**src/rtl/qio_pkg.sv**
```systemverilog
`timescale 1ns/1ps
package qio_pkg;
  localparam int QNIB  = 4;
  localparam int QBYTE = 2 * QNIB;

  typedef enum logic [3:0] {
    K_UNKNOWN, K_NOP, K_WREN, K_WRDI, K_RSTEN, K_RST, K_PLAIN, K_CHIP,
    K_STAT, K_READ, K_FREAD, K_PROG, K_ERASE, K_BURST
  } qop_kind_e;

  typedef enum logic [2:0] {
    S_OP, S_ADDR, S_DUMMY, S_RD, S_WR, S_ARG, S_HOLD
  } qphase_e;

  function automatic qop_kind_e classify(input logic [QBYTE-1:0] op);
    case (op)
      8'h00: classify = K_NOP;
      8'h06: classify = K_WREN;
      8'h04: classify = K_WRDI;
      8'h66: classify = K_RSTEN;
      8'h99: classify = K_RST;
      8'hB0, 8'h30: classify = K_PLAIN;
      8'hC7: classify = K_CHIP;
      8'h05: classify = K_STAT;
      8'h03: classify = K_READ;
      8'h0B: classify = K_FREAD;
      8'h02: classify = K_PROG;
      8'h20, 8'hD8: classify = K_ERASE;
      8'hC0: classify = K_BURST;
      default: classify = K_UNKNOWN;
    endcase
  endfunction

  function automatic logic is_guarded(input logic [QBYTE-1:0] op);
    qop_kind_e k;
    k = classify(op);
    return (k == K_PROG) || (k == K_ERASE) || (k == K_CHIP);
  endfunction

  function automatic logic takes_input(input qphase_e p);
    return (p == S_OP) || (p == S_ADDR) || (p == S_DUMMY) || (p == S_WR) || (p == S_ARG);
  endfunction
endpackage

```
**src/rtl/qio_nib_pack.sv**
```systemverilog
`timescale 1ns/1ps
module qio_nib_pack import qio_pkg::*; (
  input  logic             sck,
  input  logic             rst_n,
  input  logic             cs_n,
  input  logic             en,
  input  logic [QNIB-1:0]  nib_in,
  output logic             byte_ev,
  output logic [QBYTE-1:0] byte_val
);
  logic            second_q;
  logic [QNIB-1:0] upper_q;

  always_ff @(posedge sck or negedge rst_n) begin
    if (!rst_n) begin
      second_q <= 1'b0;
      upper_q  <= '0;
    end else if (cs_n) begin
      second_q <= 1'b0;
    end else if (en) begin
      if (!second_q) upper_q <= nib_in;
      second_q <= !second_q;
    end
  end

  assign byte_ev  = !cs_n && en && second_q;
  assign byte_val = {upper_q, nib_in};
endmodule

```
**src/rtl/qio_rd_drive.sv**
```systemverilog
`timescale 1ns/1ps
module qio_rd_drive import qio_pkg::*; (
  input  logic             sck,
  input  logic             rst_n,
  input  logic             active,
  input  logic [QBYTE-1:0] src,
  output logic             need,
  output logic [QNIB-1:0]  nib_out,
  output logic             oe
);
  logic [QBYTE-1:0] hold_q;
  logic             loaded_q;
  logic             low_q;

  assign need = active && (!loaded_q || low_q);

  always_ff @(posedge sck or negedge rst_n) begin
    if (!rst_n) begin
      hold_q   <= '0;
      loaded_q <= 1'b0;
      low_q    <= 1'b0;
    end else if (!active) begin
      loaded_q <= 1'b0;
      low_q    <= 1'b0;
    end else if (need) begin
      hold_q   <= src;
      loaded_q <= 1'b1;
      low_q    <= 1'b0;
    end else begin
      low_q    <= 1'b1;
    end
  end

  assign nib_out = low_q ? hold_q[QNIB-1:0] : hold_q[QBYTE-1:QNIB];
  assign oe      = active && loaded_q;
endmodule

```
**src/rtl/qio_front.sv**
```systemverilog
`timescale 1ns/1ps
module qio_front import qio_pkg::*; #(
  parameter int ADDR_BYTES  = 3,
  parameter int DUMMY_BYTES = 1,
  parameter int MAX_PROG    = 256,
  parameter int WEL_BIT     = 1
) (
  input  logic                    sck,
  input  logic                    rst_n,
  input  logic                    cs_n,
  input  logic [3:0]              io_in,
  output logic [3:0]              io_out,
  output logic                    io_oe,
  output logic                    rd_req,
  input  logic [7:0]              rd_data,
  input  logic [7:0]              stat_in,
  output logic                    wr_valid,
  output logic [7:0]              wr_data,
  output logic                    cmd_valid,
  output logic [7:0]              cmd_op,
  output logic [8*ADDR_BYTES-1:0] cmd_addr,
  output logic [7:0]              cmd_arg
);
  localparam int AW = QBYTE * ADDR_BYTES;
  localparam int CW = $clog2(ADDR_BYTES + DUMMY_BYTES + 1);
  localparam int WW = $clog2(MAX_PROG + 1);
  localparam logic [CW-1:0] LAST_A = CW'(ADDR_BYTES - 1);
  localparam logic [CW-1:0] LAST_D = CW'((DUMMY_BYTES > 0) ? DUMMY_BYTES - 1 : 0);
  localparam logic [WW-1:0] LAST_W = WW'(MAX_PROG - 1);

  qphase_e          st_q, st_d;
  qop_kind_e        kind_q, kind_d;
  logic [QBYTE-1:0] op_q, op_d;
  logic [AW-1:0]    addr_q, addr_d, addr_nx;
  logic [CW-1:0]    cnt_q, cnt_d;
  logic [WW-1:0]    wcnt_q, wcnt_d;
  logic             wel_q, wel_d;
  logic             arm_q, arm_d;
  logic             stat_q, stat_d;

  logic             byte_ev;
  logic [QBYTE-1:0] byte_val;
  logic             issue_ev;
  logic             wr_ev;
  logic [QBYTE-1:0] iss_op, iss_arg;
  logic [AW-1:0]    iss_addr;
  logic             hold_w;
  logic             rd_active;
  logic             fetch;
  logic [QBYTE-1:0] stat_byte, fetch_src;

  qio_nib_pack u_pack (
    .sck(sck), .rst_n(rst_n), .cs_n(cs_n), .en(takes_input(st_q)),
    .nib_in(io_in), .byte_ev(byte_ev), .byte_val(byte_val)
  );

  always_comb begin
    stat_byte          = stat_in;
    stat_byte[WEL_BIT] = wel_q;
  end

  assign addr_nx   = {addr_q[AW-QBYTE-1:0], byte_val};
  assign rd_active = !cs_n && (st_q == S_RD);
  assign fetch_src = stat_q ? stat_byte : rd_data;
  assign hold_w    = (st_q == S_HOLD);

  qio_rd_drive u_drv (
    .sck(sck), .rst_n(rst_n), .active(rd_active), .src(fetch_src),
    .need(fetch), .nib_out(io_out), .oe(io_oe)
  );

  assign rd_req = fetch && !stat_q;

  always_comb begin
    st_d     = st_q;
    kind_d   = kind_q;
    op_d     = op_q;
    addr_d   = addr_q;
    cnt_d    = cnt_q;
    wcnt_d   = wcnt_q;
    wel_d    = wel_q;
    arm_d    = arm_q;
    stat_d   = stat_q;
    issue_ev = 1'b0;
    wr_ev    = 1'b0;
    iss_op   = op_q;
    iss_addr = addr_nx;
    iss_arg  = byte_val;
    if (cs_n) begin
      st_d   = S_OP;
      cnt_d  = '0;
      wcnt_d = '0;
      stat_d = 1'b0;
    end else if (byte_ev) begin
      case (st_q)
        S_OP: begin
          op_d     = byte_val;
          iss_op   = byte_val;
          iss_addr = '0;
          kind_d   = classify(byte_val);
          arm_d    = (kind_d == K_RSTEN);
          cnt_d    = '0;
          wcnt_d   = '0;
          addr_d   = '0;
          st_d     = S_HOLD;
          case (kind_d)
            K_WREN:  wel_d = 1'b1;
            K_WRDI:  wel_d = 1'b0;
            K_RST:   issue_ev = arm_q;
            K_PLAIN: issue_ev = 1'b1;
            K_CHIP: begin
              issue_ev = wel_q;
              wel_d    = 1'b0;
            end
            K_STAT: begin
              st_d   = S_RD;
              stat_d = 1'b1;
            end
            K_READ, K_FREAD, K_PROG, K_ERASE: st_d = S_ADDR;
            K_BURST: st_d = S_ARG;
            default: ;
          endcase
        end
        S_ADDR: begin
          addr_d = addr_nx;
          cnt_d  = cnt_q + 1'b1;
          if (cnt_q == LAST_A) begin
            cnt_d = '0;
            case (kind_q)
              K_READ: begin
                issue_ev = 1'b1;
                st_d     = S_RD;
              end
              K_FREAD: begin
                if (DUMMY_BYTES == 0) begin
                  issue_ev = 1'b1;
                  st_d     = S_RD;
                end else begin
                  st_d = S_DUMMY;
                end
              end
              K_PROG: begin
                issue_ev = wel_q;
                wel_d    = 1'b0;
                st_d     = wel_q ? S_WR : S_HOLD;
              end
              K_ERASE: begin
                issue_ev = wel_q;
                wel_d    = 1'b0;
                st_d     = S_HOLD;
              end
              default: st_d = S_HOLD;
            endcase
          end
        end
        S_DUMMY: begin
          cnt_d    = cnt_q + 1'b1;
          iss_addr = addr_q;
          if (cnt_q == LAST_D) begin
            issue_ev = 1'b1;
            st_d     = S_RD;
          end
        end
        S_WR: begin
          wr_ev  = 1'b1;
          wcnt_d = wcnt_q + 1'b1;
          if (wcnt_q == LAST_W) st_d = S_HOLD;
        end
        S_ARG: begin
          issue_ev = 1'b1;
          iss_addr = '0;
          st_d     = S_HOLD;
        end
        default: ;
      endcase
    end
  end

  always_ff @(posedge sck or negedge rst_n) begin
    if (!rst_n) begin
      st_q      <= S_OP;
      kind_q    <= K_UNKNOWN;
      op_q      <= '0;
      addr_q    <= '0;
      cnt_q     <= '0;
      wcnt_q    <= '0;
      wel_q     <= 1'b0;
      arm_q     <= 1'b0;
      stat_q    <= 1'b0;
      cmd_valid <= 1'b0;
      cmd_op    <= '0;
      cmd_addr  <= '0;
      cmd_arg   <= '0;
      wr_valid  <= 1'b0;
      wr_data   <= '0;
    end else begin
      st_q      <= st_d;
      kind_q    <= kind_d;
      op_q      <= op_d;
      addr_q    <= addr_d;
      cnt_q     <= cnt_d;
      wcnt_q    <= wcnt_d;
      wel_q     <= wel_d;
      arm_q     <= arm_d;
      stat_q    <= stat_d;
      cmd_valid <= issue_ev;
      wr_valid  <= wr_ev;
      if (issue_ev) begin
        cmd_op   <= iss_op;
        cmd_addr <= iss_addr;
        cmd_arg  <= iss_arg;
      end
      if (wr_ev) wr_data <= byte_val;
    end
  end
endmodule

```
**config.mk**
```make
export PLATFORM = sky130hd
export DESIGN_NAME = qio_front
export DESIGN_NICKNAME = d
export VERILOG_FILES = /design/src/rtl/qio_pkg.sv /design/src/rtl/qio_nib_pack.sv /design/src/rtl/qio_rd_drive.sv /design/src/rtl/qio_front.sv
export SDC_FILE = /design/constraint.sdc
export NUM_CORES = 1
export LEC_CHECK = 0
export ABC_AREA = 1
export BUFFER_PORTS_ARGS = -buffer_cell sky130_fd_sc_hd__buf_2
export CAP_MARGIN = 25
export CORE_ASPECT_RATIO = 0.9
export CORE_MARGIN = 1
export CORE_UTILIZATION = 45
export CTS_CLUSTER_SIZE = 10
export DETAILED_ROUTE_END_ITERATION = 16
export PLACE_DENSITY = 0.66
export SLEW_MARGIN = 15
export SYNTH_ARGS = -nofsm -noshare
export SYNTH_HDL_FRONTEND = slang
export SYNTH_SLANG_ARGS = --single-unit
```
**constraint.sdc**
```tcl
create_clock -name sck -period 1.9 [get_ports sck]
set_clock_uncertainty 0.2 [all_clocks]
set_input_delay 0.19 -clock sck [delete_from_list [all_inputs] [get_ports sck]]
set_output_delay 0.19 -clock sck [all_outputs]
set_load 0.02 [all_outputs]
```
# After elaboration in Yosys (flattened, before gate mapping)
# Cells that the tools add are included.
[totals]
regBits = 119
[op_classes]
addsub = 2
n_eq_ne = 44
mux = 53
bitwise = 2
n_reduce_logical = 41
[ops]
columns = ["operator", "count"]
rows = [
  ["24-bit one-hot mux with 2 select lines", 2],
  ["4-bit one-hot mux with 13 select lines", 1],
  ["24-bit two-way mux", 2],
  ["4-bit equality test, second input constant", 10],
  ["8-bit equality test, second input constant", 5],
  ["8-bit two-way mux", 4],
  ["3-bit one-hot mux with 3 select lines", 3],
  ["8-bit by 3-bit equality test with 1-bit output, second input constant", 3],
  ["3-bit two-way mux", 8],
  ["1-bit two-way mux", 19],
  ["9-bit two-way mux", 2],
  ["9-bit one-hot mux with 2 select lines", 1],
  ["4-bit by 3-bit equality test with 1-bit output, second input constant", 4],
  ["8-bit by 2-bit equality test with 1-bit output, second input constant", 2],
  ["8-bit by 6-bit equality test with 1-bit output, second input constant", 2],
  ["4-bit two-way mux", 4],
  ["3-bit one-hot mux with 5 select lines", 1],
  ["3-bit by 2-bit inequality test with 1-bit output, second input constant", 4],
  ["3-bit AND reduction", 4],
  ["2-bit nonzero test", 5],
  ["2-bit OR reduction", 5],
  ["9-bit by 1-bit adder with 9-bit output, second input constant", 1],
  ["3-bit by 2-bit equality test with 1-bit output, second input constant", 3],
  ["9-bit by 8-bit equality test with 1-bit output, second input constant", 1],
  ["other kinds (25)", 46],
]

# Depth between registers and ports, before layout
# Gate-level depths: netlist of the first run.
[logic_depth]
depth_word = 15
depth_mapped = 12
mapped_depth_nobuf = 12

# Cells and area by module
# From an unflattened synthesis of the first run, not the netlist that was laid out.
[unflattened]
cells_unflattened = 702
area_unflattened_um2 = 5753.0
[modules_own_cells]
columns = ["module", "instances", "cells_per_inst", "area_per_inst_um2"]
rows = [
  ["qio_front", 1, 620, 5057.4],
  ["qio_rd_drive", 1, 55, 447.9],
  ["qio_nib_pack", 1, 27, 247.7],
]

# Worst setup path before layout of the first run
# OpenSTA, ideal clock, no wires.
[synth_timing]
path_kind = "register to register"
startpoint = "register wcnt_q[0]"
endpoint = "register st_q[1]"
arrival_time_ps = 1537
required_ps = 1633
setup_slack_ps = 96
path_stages_with_launch = 13
path_buffers = 0
cell_sequence = "dfrtp_1 > ha_1 > nand4_1 > nor2_1 > inv_1 > nor2_1 > ha_1 > inv_1 > nand2_1 > o2111ai_1 > a21oi_1 > nand2_1 > nand2_1"
[synth_via]
elab_chain_cells = 3
[synth_lines]
columns = ["element", "line", "source"]
rows = [
  ["from (decl)", "qio_front.sv:36", "logic [WW-1:0] wcnt_q, wcnt_d;"],
  ["from (signal assigned)", "qio_front.sv:202", "wcnt_q <= wcnt_d;"],
  ["9-bit by 8-bit equality test with 1-bit output", "qio_front.sv:167", "if (wcnt_q == LAST_W) st_d = S_HOLD;"],
  ["3-bit by 2-bit inequality test with 1-bit output (no source line)", "--", ""],
  ["5-bit AND reduction (no source line)", "--", ""],
  ["to (signal assigned)", "qio_front.sv:197", "st_q <= st_d;"],
  ["to (decl)", "qio_front.sv:31", "qphase_e st_q, st_d;"],
]
# Every way passes these cells.
# A chain may end at the register's enable or synchronous reset.

# Worst setup path in the final report of the first run
[layout_timing]
startpoint = "register st_q[1]"
endpoint = "output port rd_req"
[layout_via]
elab_chain_cells = 4
[layout_lines]
columns = ["element", "line", "source"]
rows = [
  ["3-bit by 2-bit equality test with 1-bit output", "qio_front.sv:63", "assign rd_active = !cs_n && (st_q == S_RD);"],
  ["1-bit logical AND", "qio_front.sv:63", ""],
  ["1-bit logical AND", "qio_rd_drive.sv:15", "assign need = active && (!loaded_q || low_q);"],
  ["1-bit logical AND", "qio_front.sv:72", "assign rd_req = fetch && !stat_q;"],
  ["to (decl)", "qio_front.sv:14", "output logic rd_req,"],
]
# Every way passes these cells.

==> results of run 1 <==
[path summary, 6_finish.rpt]
path / startpoint / endpoint / slack [ns] / cells past startpoint
min in group asynchronous: rst_n / cmd_addr[5]$_DFFE_PN0P_ / 0.53 / 3
worst max-delay path: st_q[1]$_DFFE_PN0P_ / rd_req / -0.29 / 8
worst max register to register: st_q[0]$_DFFE_PN0P_ / cmd_addr[4]$_DFFE_PN0P_ / -0.08 / 11
max in group asynchronous: rst_n / addr_q[4]$_DFFE_PN0P_ / 0.11 / 4
worst min-delay path: io_in[0] / arm_q$_DFFE_PN0P_ / 0.04 / 4
worst min register to register: cmd_addr[19]$_DFFE_PN0P_ / cmd_addr[19]$_DFFE_PN0P_ / 0.27 / 2
[synth_stat cells, drive strengths merged]
| cell | number |
|---|---|
| clkbuf | 10 |
| mux2i | 1 |
| o31ai | 1 |
| ha | 5 |
| nand3 | 64 |
| nand4 | 4 |
| clkinv | 1 |
| nand2 | 199 |
| nor2 | 50 |
| nor4 | 1 |
| o21a | 1 |
| a21boi | 1 |
| o22ai | 52 |
| a31oi | 3 |
| buf | 18 |
| o2111ai | 1 |
| inv | 81 |
| nor3b | 1 |
| a21oi | 8 |
| nand3b | 1 |
| xnor2 | 1 |
| o21ai | 46 |
| dfrtp | 119 |
| nor3 | 11 |
| a22o | 1 |
[routing by layer]
layer	vias up	part of all wire, %
met5	-	0
met4	0	3.7
met3	68	8.4
met2	307	47
met1	2761	41
li1	2608	-
[power breakdown]
group | internal, mW | switching (mW) | total (mW) | leakage (nW)
clock | 1.98 | 1.11 | 3.09 | 0.283
combinational | 2.04 | 3.13 | 5.17 | 2.36
sequential | 3.35 | 0.543 | 3.90 | 1.58
[final cells by class]
| class | count | share of cell area, % |
|---|---|---|
| clock buffer | 22 | 5.58 |
| clock inverter | 10 | 1.23 |
| inverter | 82 | 3.80 |
| multi-input combinational | 452 | 31.0 |
| sequential | 119 | 35.8 |
| tap | 160 | 2.40 |
| timing repair buffer | 187 | 20.1 |
[critical path: stages (launching register included)]
cell     delay [ns]
dfrtp_1        0.37
inv_2          0.07
nor4_4         0.31
inv_2          0.07
buf_6          0.13
nor3_4         0.13
buf_6          0.13
nor3_4         0.04
buf_6          0.13
[flip-flops by register name, indices dropped and copies added, names as in the netlist]
register         count
cnt_q                3
u_drv.loaded_q       1
wr_data              8
wr_valid             1
st_q                 3
cmd_valid            1
stat_q               1
cmd_addr            24
u_pack.upper_q       4
u_pack.second_q      1
arm_q                1
kind_q               4
cmd_op               8
addr_q              24
wel_q                1
u_drv.hold_q         8
op_q                 8
cmd_arg              8
wcnt_q               9
u_drv.low_q          1
[kinds of logic (layout without fill, tap and decap cells)]
group	after synthesis	after routing
xor gates and xnor gates	1	1
adders and majority gates	5	5
DFF	119	119
and+or+nand+nor	331	331
muxes	1	1
AOI/OAI and AO/OA	114	114
buffers and inverters	110	301
[cells in the final DEF (no fill, tap or decap), types with 3 or more instances in the layout]
| cell | instances |
|---|---|
| nand4_1 | 4 |
| nand2_1 | 175 |
| o21ai_2 | 7 |
| nor3_1 | 6 |
| nor2_2 | 4 |
| buf_12 | 9 |
| ha_1 | 3 |
| buf_16 | 5 |
| buf_4 | 54 |
| clkinv_2 | 7 |
| nand2_4 | 9 |
| inv_1 | 64 |
| buf_6 | 12 |
| o21ai_0 | 26 |
| o22ai_2 | 3 |
| dlygate4sd3_1 | 24 |
| clkbuf_1 | 3 |
| dfrtp_2 | 5 |
| nor2_1 | 35 |
| a31oi_1 | 3 |
| dfrtp_1 | 114 |
| nand3_2 | 15 |
| o21ai_1 | 11 |
| nand3_1 | 48 |
| nor3_4 | 3 |
| buf_2 | 74 |
| o22ai_1 | 48 |
| inv_2 | 14 |
| nor2_4 | 11 |
| a21oi_1 | 5 |
| clkbuf_16 | 24 |
| nand2_2 | 14 |
[per-stage QoR]
stage	utilization [%]	hold WS (ns)	std cells	setup slack [ns]
global route	68.9	0.0599	1032	-0.350
CTS	63.7	0.00808	1012	-0.310
detailed placement	53.6	-0.100	935	-0.137
global placement	53.6	-0.110	935	-0.0440
finish	68.9	0.0420	1032	-0.287
floorplan	-	-0.306	681	0.0963
[timing repair]
action                                  CTS  global route
hold buffers                             24             0
cloned                                    5             9
endpoints found under the setup margin   54            75
hold endpoints to repair                133             0
resized for setup                        42           109
setup buffers                            16            13
pin swaps                                 4            29
==> results.cfg, run 1 <==
[cts]
cts-htree-levels = 4
cts_made_buffers = 17
worstSkewPairLatency_ns = 0.42
path_clk_slew_ns = 0.05
cts_tree = done
ctsLongestPathBuffers = 2
numClockSinks = 119
root_buffer = clkbuf_16

[finish]
final_layout_size_suffix_gt1_share_pct = 33.8
insertedDiodeCount = 0
nNetsFinal = 887
register_area_sq_mm = 0.00298
stdcell_area_sq_mm = 0.00833
fill_cells = 903
multi_input_area_sq_mm = 0.00258
synthToLayoutAreaGrowth_pct = 49.2

[flow_run]
maxCapViolations = 0

[sta]
tns_ns = -1.61
worst_pin_slew_ns = 0.411
setup_violations = 39
fin_crit_ns = 2.19
setup_ws_ns = -0.287
period_share_pct = 115
rsz0062_at_grt = yes
relSlewSlack_pct = 72.5
slew_violations = 0
hold_viol_final = 0
fmax_mhz = 457

[setup_path]
critical_path_class = reg2out
start_kind = flip-flop
end_kind = output port
required_ns = 1.51
worstPathArrival_ns = 1.80
cp_max_fo = 4

[yosys]
synthSimpleGateAreaFrac_pct = 25.1
synth_xor_xnor_area_share_pct = 0.157
synth_area_per_cell_sq_um = 8.19
yosysUniqueCellTypes = 37
synth_top_family_by_area = simple AND/OR/NAND/NOR gates
synth_compound_area_share_pct = 12.1
synth_area_leader_cell = dfrtp_1
ys_warn_count = 0
synth.area.top_cells = dfrtp_1 53%, nand2_1 13%, o22ai_1 5.8%, nand3_1 5.7%, inv_1 5.1%
yosysSeqAreaShare_pct = 53.4
synthCells = 681
synthMuxAreaShare_pct = 0.179
syn_area_sq_mm = 0.00558
ys_ff_latch = 119
synthAdderAreaFrac_pct = 1.12
synth_nets = 709
synth_top_area_share_pct = 53.4

[power]
peakVddDrop_v = 0.000808
leakagePower_nw = 4.21
p_total_mw = 12.2
pwr_density_cell_mw_per_mm2 = 1460

[routing]
drtIter0Drc = 587
routedWlPerCell_microns = 17.9
vias_per_cell = 5.57
antenna_left = 0
drc = 0
routed_wirelength_microns = 18500
firstDrtPassIters = 5
dr_total_vias = 5744

[die]
io_pins = 79
fp.dieW_microns = 119
fp.coreArea_sq_mm = 0.0121
dieHeight_microns = 108
initial_core_util_pct = 46.2
die_area_sq_mm = 0.0129
row_count = 38

[global_route]
grt_usage_pct = 26.4
grt-busiest-layer = met2
grt_overflow_total = 0
grt_antenna_before_repair = 0
grt_max_degree = 42
grtUsageMet3_pct = 6.62
use_met1_pct = 35.2
grt_pass1_wl_microns = 26100
grt_pass1_vias = 5376
gr-usage-met2_pct = 40.4

[outcome]
status = finished with violations
violations = setup timing

[place]
numPortBuffers = 77
gp_congestion = 0.946
dpl.hpwl_microns = 9790
postPlaceCellArea_sq_mm = 0.00647

[min_path]
hp-class = in2reg
(Power assumes the default switching activity.)
==> inputs of run 2 (changes only) <==
--- a/config.mk
+++ b/config.mk
@@ -14,6 +14,7 @@
 export CTS_CLUSTER_SIZE = 10
 export DETAILED_ROUTE_END_ITERATION = 16
 export PLACE_DENSITY = 0.66
+export SETUP_SLACK_MARGIN = 0.1
 export SLEW_MARGIN = 15
 export SYNTH_ARGS = -nofsm -noshare
 export SYNTH_HDL_FRONTEND = slang
==> run 2 against run 1 <==
Effect of this change: the flow still finishes with violations (setup timing); final area is 13% higher; wire length grew 23%; register-to-register slack got worse by 0.32 ns; first-iteration DRC count is 7.8% lower; count of clock-buffer cells in the layout fell by 4; cell count is 3.2% higher; maximum frequency shrank 4.7%; die area unchanged; sequential power increased by 2%; global-route usage up 3.0 points.
==> results.cfg, run 2 (same netlist as run 1, synthesis figures left out) <==
[place]
numPortBuffers = 77
post-place-cells = 947
dpl.hpwl_microns = 9740
postPlaceCellArea_sq_mm = 0.00657
gp_congestion = 0.906

[sta]
relSlewSlack_pct = 62.3
setup_violations = 86
rsz0062_at_grt = yes
period_share_pct = 121
slew_violations = 0
hold_viol_final = 0
fmax_mhz = 436
holdWs_ns = 0.0562
setup_ws_ns = -0.395
fin_crit_ns = 2.30
worst_pin_slew_ns = 0.565

[cts]
numClockSinks = 119
worstSkewPairLatency_ns = 0.43
ctsLongestPathBuffers = 2
root_buffer = clkbuf_16
cts_tree = done
cts-htree-levels = 4
cts_made_buffers = 17
path_clk_slew_ns = 0.07

[setup_path]
worstPathArrival_ns = 2.40
end_kind = flip-flop
cp_max_fo = 6
cp-startpoint = st_q[0]$_DFFE_PN0P_
required_ns = 2.00
critical_path_class = reg2reg
start_kind = flip-flop
r2r-start = st_q[0]$_DFFE_PN0P_

[finish]
nNetsFinal = 920
stdcell_count = 1065
final_layout_size_suffix_gt1_share_pct = 46.2
stdcell_area_sq_mm = 0.00937
final_common_cell = nand2_1
final_cell_mix = 144 x nand2_1, 114 x dfrtp_1, 74 x buf_2
insertedDiodeCount = 0
reg_top3 = addr_q: 24 flops, cmd_addr: 24 flops, wcnt_q: 9 flops
synthToLayoutAreaGrowth_pct = 67.9

[global_route]
grt_pass1_vias = 5810
grt_pass1_wl_microns = 28800
grt_max_degree = 41
grt_antenna_before_repair = 1
grt_usage_pct = 29.4
grt_overflow_total = 0

[outcome]
violations = setup timing
status = finished with violations

[power]
clkPwrFrac_pct = 25.3
p_seq_share_pct = 28.6
intPower_mw = 8.21
leakagePower_nw = 4.51
combPwrFrac_pct = 46.0
peakVddDrop_v = 0.00121
switching_power_mw = 5.69
p_sw_share_pct = 40.9
pwr_density_cell_mw_per_mm2 = 1480

[die]
fp.dieW_microns = 119
fp.coreArea_sq_mm = 0.0121
initial_core_util_pct = 46.2
row_count = 38
die_area_sq_mm = 0.0129
dieHeight_microns = 108
io_pins = 79

[routing]
antenna_left = 0
routed_wirelength_microns = 22600
firstDrtPassIters = 5
drtIter0Drc = 541
drc = 0
dr_total_vias = 6189
routedWlPerCell_microns = 21.2
vias_per_cell = 5.81

[min_path]
hp-start = io_in[3]
hp-class = in2reg

[flow_run]
maxCapViolations = 0
run 2: stage by stage:
step | TNS, ns | worst slack [ns] | utilization (%) | total power [mW]
final | -15.97 | -0.395 | 77.6 | 13.9
after global routing | -19.19 | -0.416 | 77.6 | 14.4
after CTS | -5.58 | -0.236 | 68.2 | 12.2
after detailed placement | -3.04 | -0.142 | 54.4 | 7.66
after global placement | -1.27 | -0.0555 | 54.4 | 7.54
after floorplan | 0 | 0.0998 | - | 6.11
run 2: path summary, 6_finish.rpt:
check | endpoint | slack, ns | cells past startpoint
max reg2reg | cmd_addr[14]$_DFFE_PN0P_ | -0.40 | 13
min in group asynchronous | cmd_addr[13]$_DFFE_PN0P_ | 0.09 | 2
min reg2reg | cmd_addr[19]$_DFFE_PN0P_ | 0.28 | 2
min | wr_data[3]$_DFFE_PN0P_ | 0.06 | 4
max in group asynchronous | wr_data[3]$_DFFE_PN0P_ | 0.76 | 3
max | cmd_addr[14]$_DFFE_PN0P_ | -0.40 | 13
run 2: worst max-delay path, cell delays in order, from the launching register on:
cell     delay, ns
dfrtp_1       0.41
buf_6         0.14
buf_6         0.11
nor2_4        0.11
nor2_4        0.06
nor2_4        0.15
inv_2         0.07
a21oi_4       0.22
buf_6         0.17
buf_12        0.10
buf_16        0.12
o22ai_2       0.06
nand3_1       0.13
nand2_1       0.10
run 2: what timing repair did:
item,CTS,global route
endpoints found under the hold margin,114,0
pin swaps,15,70
gates resized for setup,82,211
hold buffers,22,0
gates cloned,12,8
buffers inserted,23,26
endpoints found under the setup margin,61,114
run 2: final cells by class:
class                      count  area, sq um
fill                         721         2710
clock buffer                  18          429
tap                          160          200
clock inverter                14          198
multi-input combinational    453         3200
sequential                   119         2980
timing repair buffer         217         2030
timing repair inverter         2         12.5
inverter                      82          313
run 2: power by group through the flow:
stage                     clock network (mW)  registers [mW]  logic (mW)
after detailed placement                   0            3.82        3.83
after CTS                               3.45            3.79        4.99
after global placement                     0            3.79        3.76
final                                   3.52            3.98        6.40
after global routing                    3.64            4.04        6.72
after floorplan                            0            4.27        1.84
run 2: per-layer routing:
metal / wire (microns) / vias to the layer above / track usage, %
met4: 1100 / 2 / 15.2
li1: - / 2661 / -
met2: 10800 / 382 / 47.6
met5: 12 / - / 0
met3: 1870 / 112 / 7.68
met1: 8830 / 3032 / 36.5
==> inputs of run 3 (changes only) <==
==> constraint.sdc (replaced) <==
create_clock -name sck -period 2 [get_ports sck]
set_clock_uncertainty 0.2 [all_clocks]
set_input_delay 0.2 -clock sck [delete_from_list [all_inputs] [get_ports sck]]
set_output_delay 0.2 -clock sck [all_outputs]
set_load 0.02 [all_outputs]
==> run 3 against run 2 <==
Effect of this change: the flow still finishes with violations (setup timing); via count shrank 16%; count of clock-buffer cells in the layout grew 3; die area is the same.
==> results.cfg, run 3 (same netlist as run 1, synthesis figures left out) <==
[outcome]
status = finished with violations
violations = setup timing

[sta]
rsz0062_at_grt = yes
fin_crit_ns = 2.14
period_share_pct = 107
setup_violations = 26
hold_viol_final = 0
slew_violations = 0
setup_ws_ns = -0.141
fmax_mhz = 467
relSlewSlack_pct = 66.3
worst_pin_slew_ns = 0.506

[min_path]
whs_path_depth = 4
hp-start = io_in[0]
hp-class = in2reg
hold_end = arm_q$_DFFE_PN0P_

[place]
numPortBuffers = 77
dpl.hpwl_microns = 9610
post-place-cells = 923
postPlaceCellArea_sq_mm = 0.00635
place_ws_ns = -0.0391
gp_congestion = 0.938

[finish]
reg_top3 = addr_q: 24 flops, cmd_addr: 24 flops, wcnt_q: 9 flops
fill_cells = 1021
synthToLayoutAreaGrowth_pct = 33.5
stdcell_count = 991
multi_input_area_sq_mm = 0.00227
nNetsFinal = 846
final_common_cell = nand2_1
stdcell_area_sq_mm = 0.00745
insertedDiodeCount = 0
final_cell_mix = 193 x nand2_1, 113 x dfrtp_1, 74 x buf_2
final_layout_size_suffix_gt1_share_pct = 24.5
register_area_sq_mm = 0.00299

[routing]
drc = 0
dr_total_vias = 5183
firstDrtPassIters = 4
vias_per_cell = 5.23
antenna_left = 0
routedWlPerCell_microns = 14.8
drtIter0Drc = 410
routed_wirelength_microns = 14700

[global_route]
grt_pass1_vias = 4896
grt_pass1_wl_microns = 23900
grt_max_degree = 38
grt_antenna_before_repair = 0
grt_overflow_total = 0
grt_usage_pct = 23.9

[die]
die_area_sq_mm = 0.0129
fp.coreArea_sq_mm = 0.0121
row_count = 38
fp.dieW_microns = 119
dieHeight_microns = 108
initial_core_util_pct = 46.2
io_pins = 79

[setup_path]
critical_path.max_stage_delay_ns = 0.44
crit_slowest_cell = dfrtp_2
r2r_end = cmd_addr[5]$_DFFE_PN0P_
r2r-start = st_q[0]$_DFFE_PN0P_
start_kind = flip-flop
worstPathArrival_ns = 1.74
critical_path_class = reg2out
ff2ff_setup_slack_ns = -0.11
required_ns = 1.60
r2r_cells = 9
cp_cell_sequence = nor4_4, inv_2, buf_6, nor3_4, nor3_2, buf_4
end_kind = output port
cp_max_fo = 5

[power]
leakagePower_nw = 3.85
clkPwrFrac_pct = 29.9
p_seq_share_pct = 34.7
p_sw_share_pct = 37.7
intPower_mw = 6.55
switching_power_mw = 3.96
pwr_density_cell_mw_per_mm2 = 1410
peakVddDrop_v = 0.000687
combPwrFrac_pct = 35.4

[cts]
worstSkewPairLatency_ns = 0.42
path_clk_slew_ns = 0.05
cts-htree-levels = 4
root_buffer = clkbuf_16
cts_made_buffers = 17
cts_tree = done
numClockSinks = 119
ctsLongestPathBuffers = 2

[flow_run]
maxCapViolations = 0
## run 3: cell count changes in the layout (fill, tap and decap cells not counted), sizes merged
| cell | before | now |
|---|---|---|
| buf | 191 | 124 |
| bufinv | 4 | 3 |
| clkbuf | 22 | 21 |
| clkinv | 7 | 3 |
| clkinvlp | 2 | 6 |
| inv | 85 | 81 |
| nor2 | 51 | 50 |
## run 3: final cells by class
type | instances | area share (%)
sequential | 119 | 40.1
multi-input combinational | 452 | 30.5
clock inverter | 11 | 1.96
tap | 160 | 2.69
inverter | 82 | 4.21
timing repair buffer | 146 | 14.3
clock buffer | 21 | 6.31
## run 3: power groups by stage
| stage | combinational, mW | clock (mW) | sequential [mW] |
|---|---|---|---|
| 3_5_place_dp | 3.44 | 0 | 3.66 |
| 3_3_place_gp | 3.37 | 0 | 3.62 |
| 6_report | 3.72 | 3.15 | 3.65 |
| 4_1_cts | 3.62 | 3.20 | 3.63 |
| 2_1_floorplan | 1.74 | 0 | 4.05 |
| 5_1_grt | 4.09 | 3.30 | 3.73 |
## run 3: timing repair
item                                    in CTS  in global routing
pin swaps                                    5                 20
setup buffers                                8                  6
hold buffers                                22                  0
resized for setup                           20                 34
endpoints found under the setup margin      57                102
endpoints found under the hold margin      111                  0
## run 3: per-stage QoR
step / util, % / power [mW] / setup TNS [ns] / hold WS, ns
2_1_floorplan: - / 5.80 / 0 / -0.296
3_3_place_gp: 52.6 / 6.99 / 0 / 0.00155
3_5_place_dp: 52.6 / 7.10 / -0.448 / 0.00762
4_1_cts: 60.6 / 10.4 / -0.168 / 0.0299
5_1_grt: 61.7 / 11.1 / -5.27 / 0.0793
6_report: 61.7 / 10.5 / -1.54 / 0.0521
## run 3: worst max-delay path by stage
stage	start	endpoint	cells past startpoint
6_report	st_q[2]$_DFFE_PN0P_	rd_req	6
5_1_grt	st_q[2]$_DFFE_PN0P_	rd_req	6
4_1_cts	st_q[0]$_DFFE_PN0P_	rd_req	7
3_3_place_gp	u_pack.upper_q[2]$_DFFE_PN0P_	cmd_addr[2]$_DFFE_PN0P_	10
2_1_floorplan	st_q[2]$_DFFE_PN0P_	rd_req	4
3_5_place_dp	st_q[1]$_DFFE_PN0P_	u_drv.hold_q[5]$_DFFE_PN0P_	8
## run 3: critical path, delay by kind of cell (launching register included)
family | cells | cell delay (ns)
DFF | 1 | 0.44
and+or+nand+nor | 3 | 0.50
buffers and inverters | 3 | 0.38
## run 3: per-layer routing
layer / vias to the layer above / wire, microns / GRT usage, %
li1: 2508 / - / -
met1: 2489 / 6700 / 32.5
met2: 166 / 6980 / 37.9
met3: 20 / 785 / 5.14
met4: 0 / 196 / 8.84
met5: - / 0 / 0
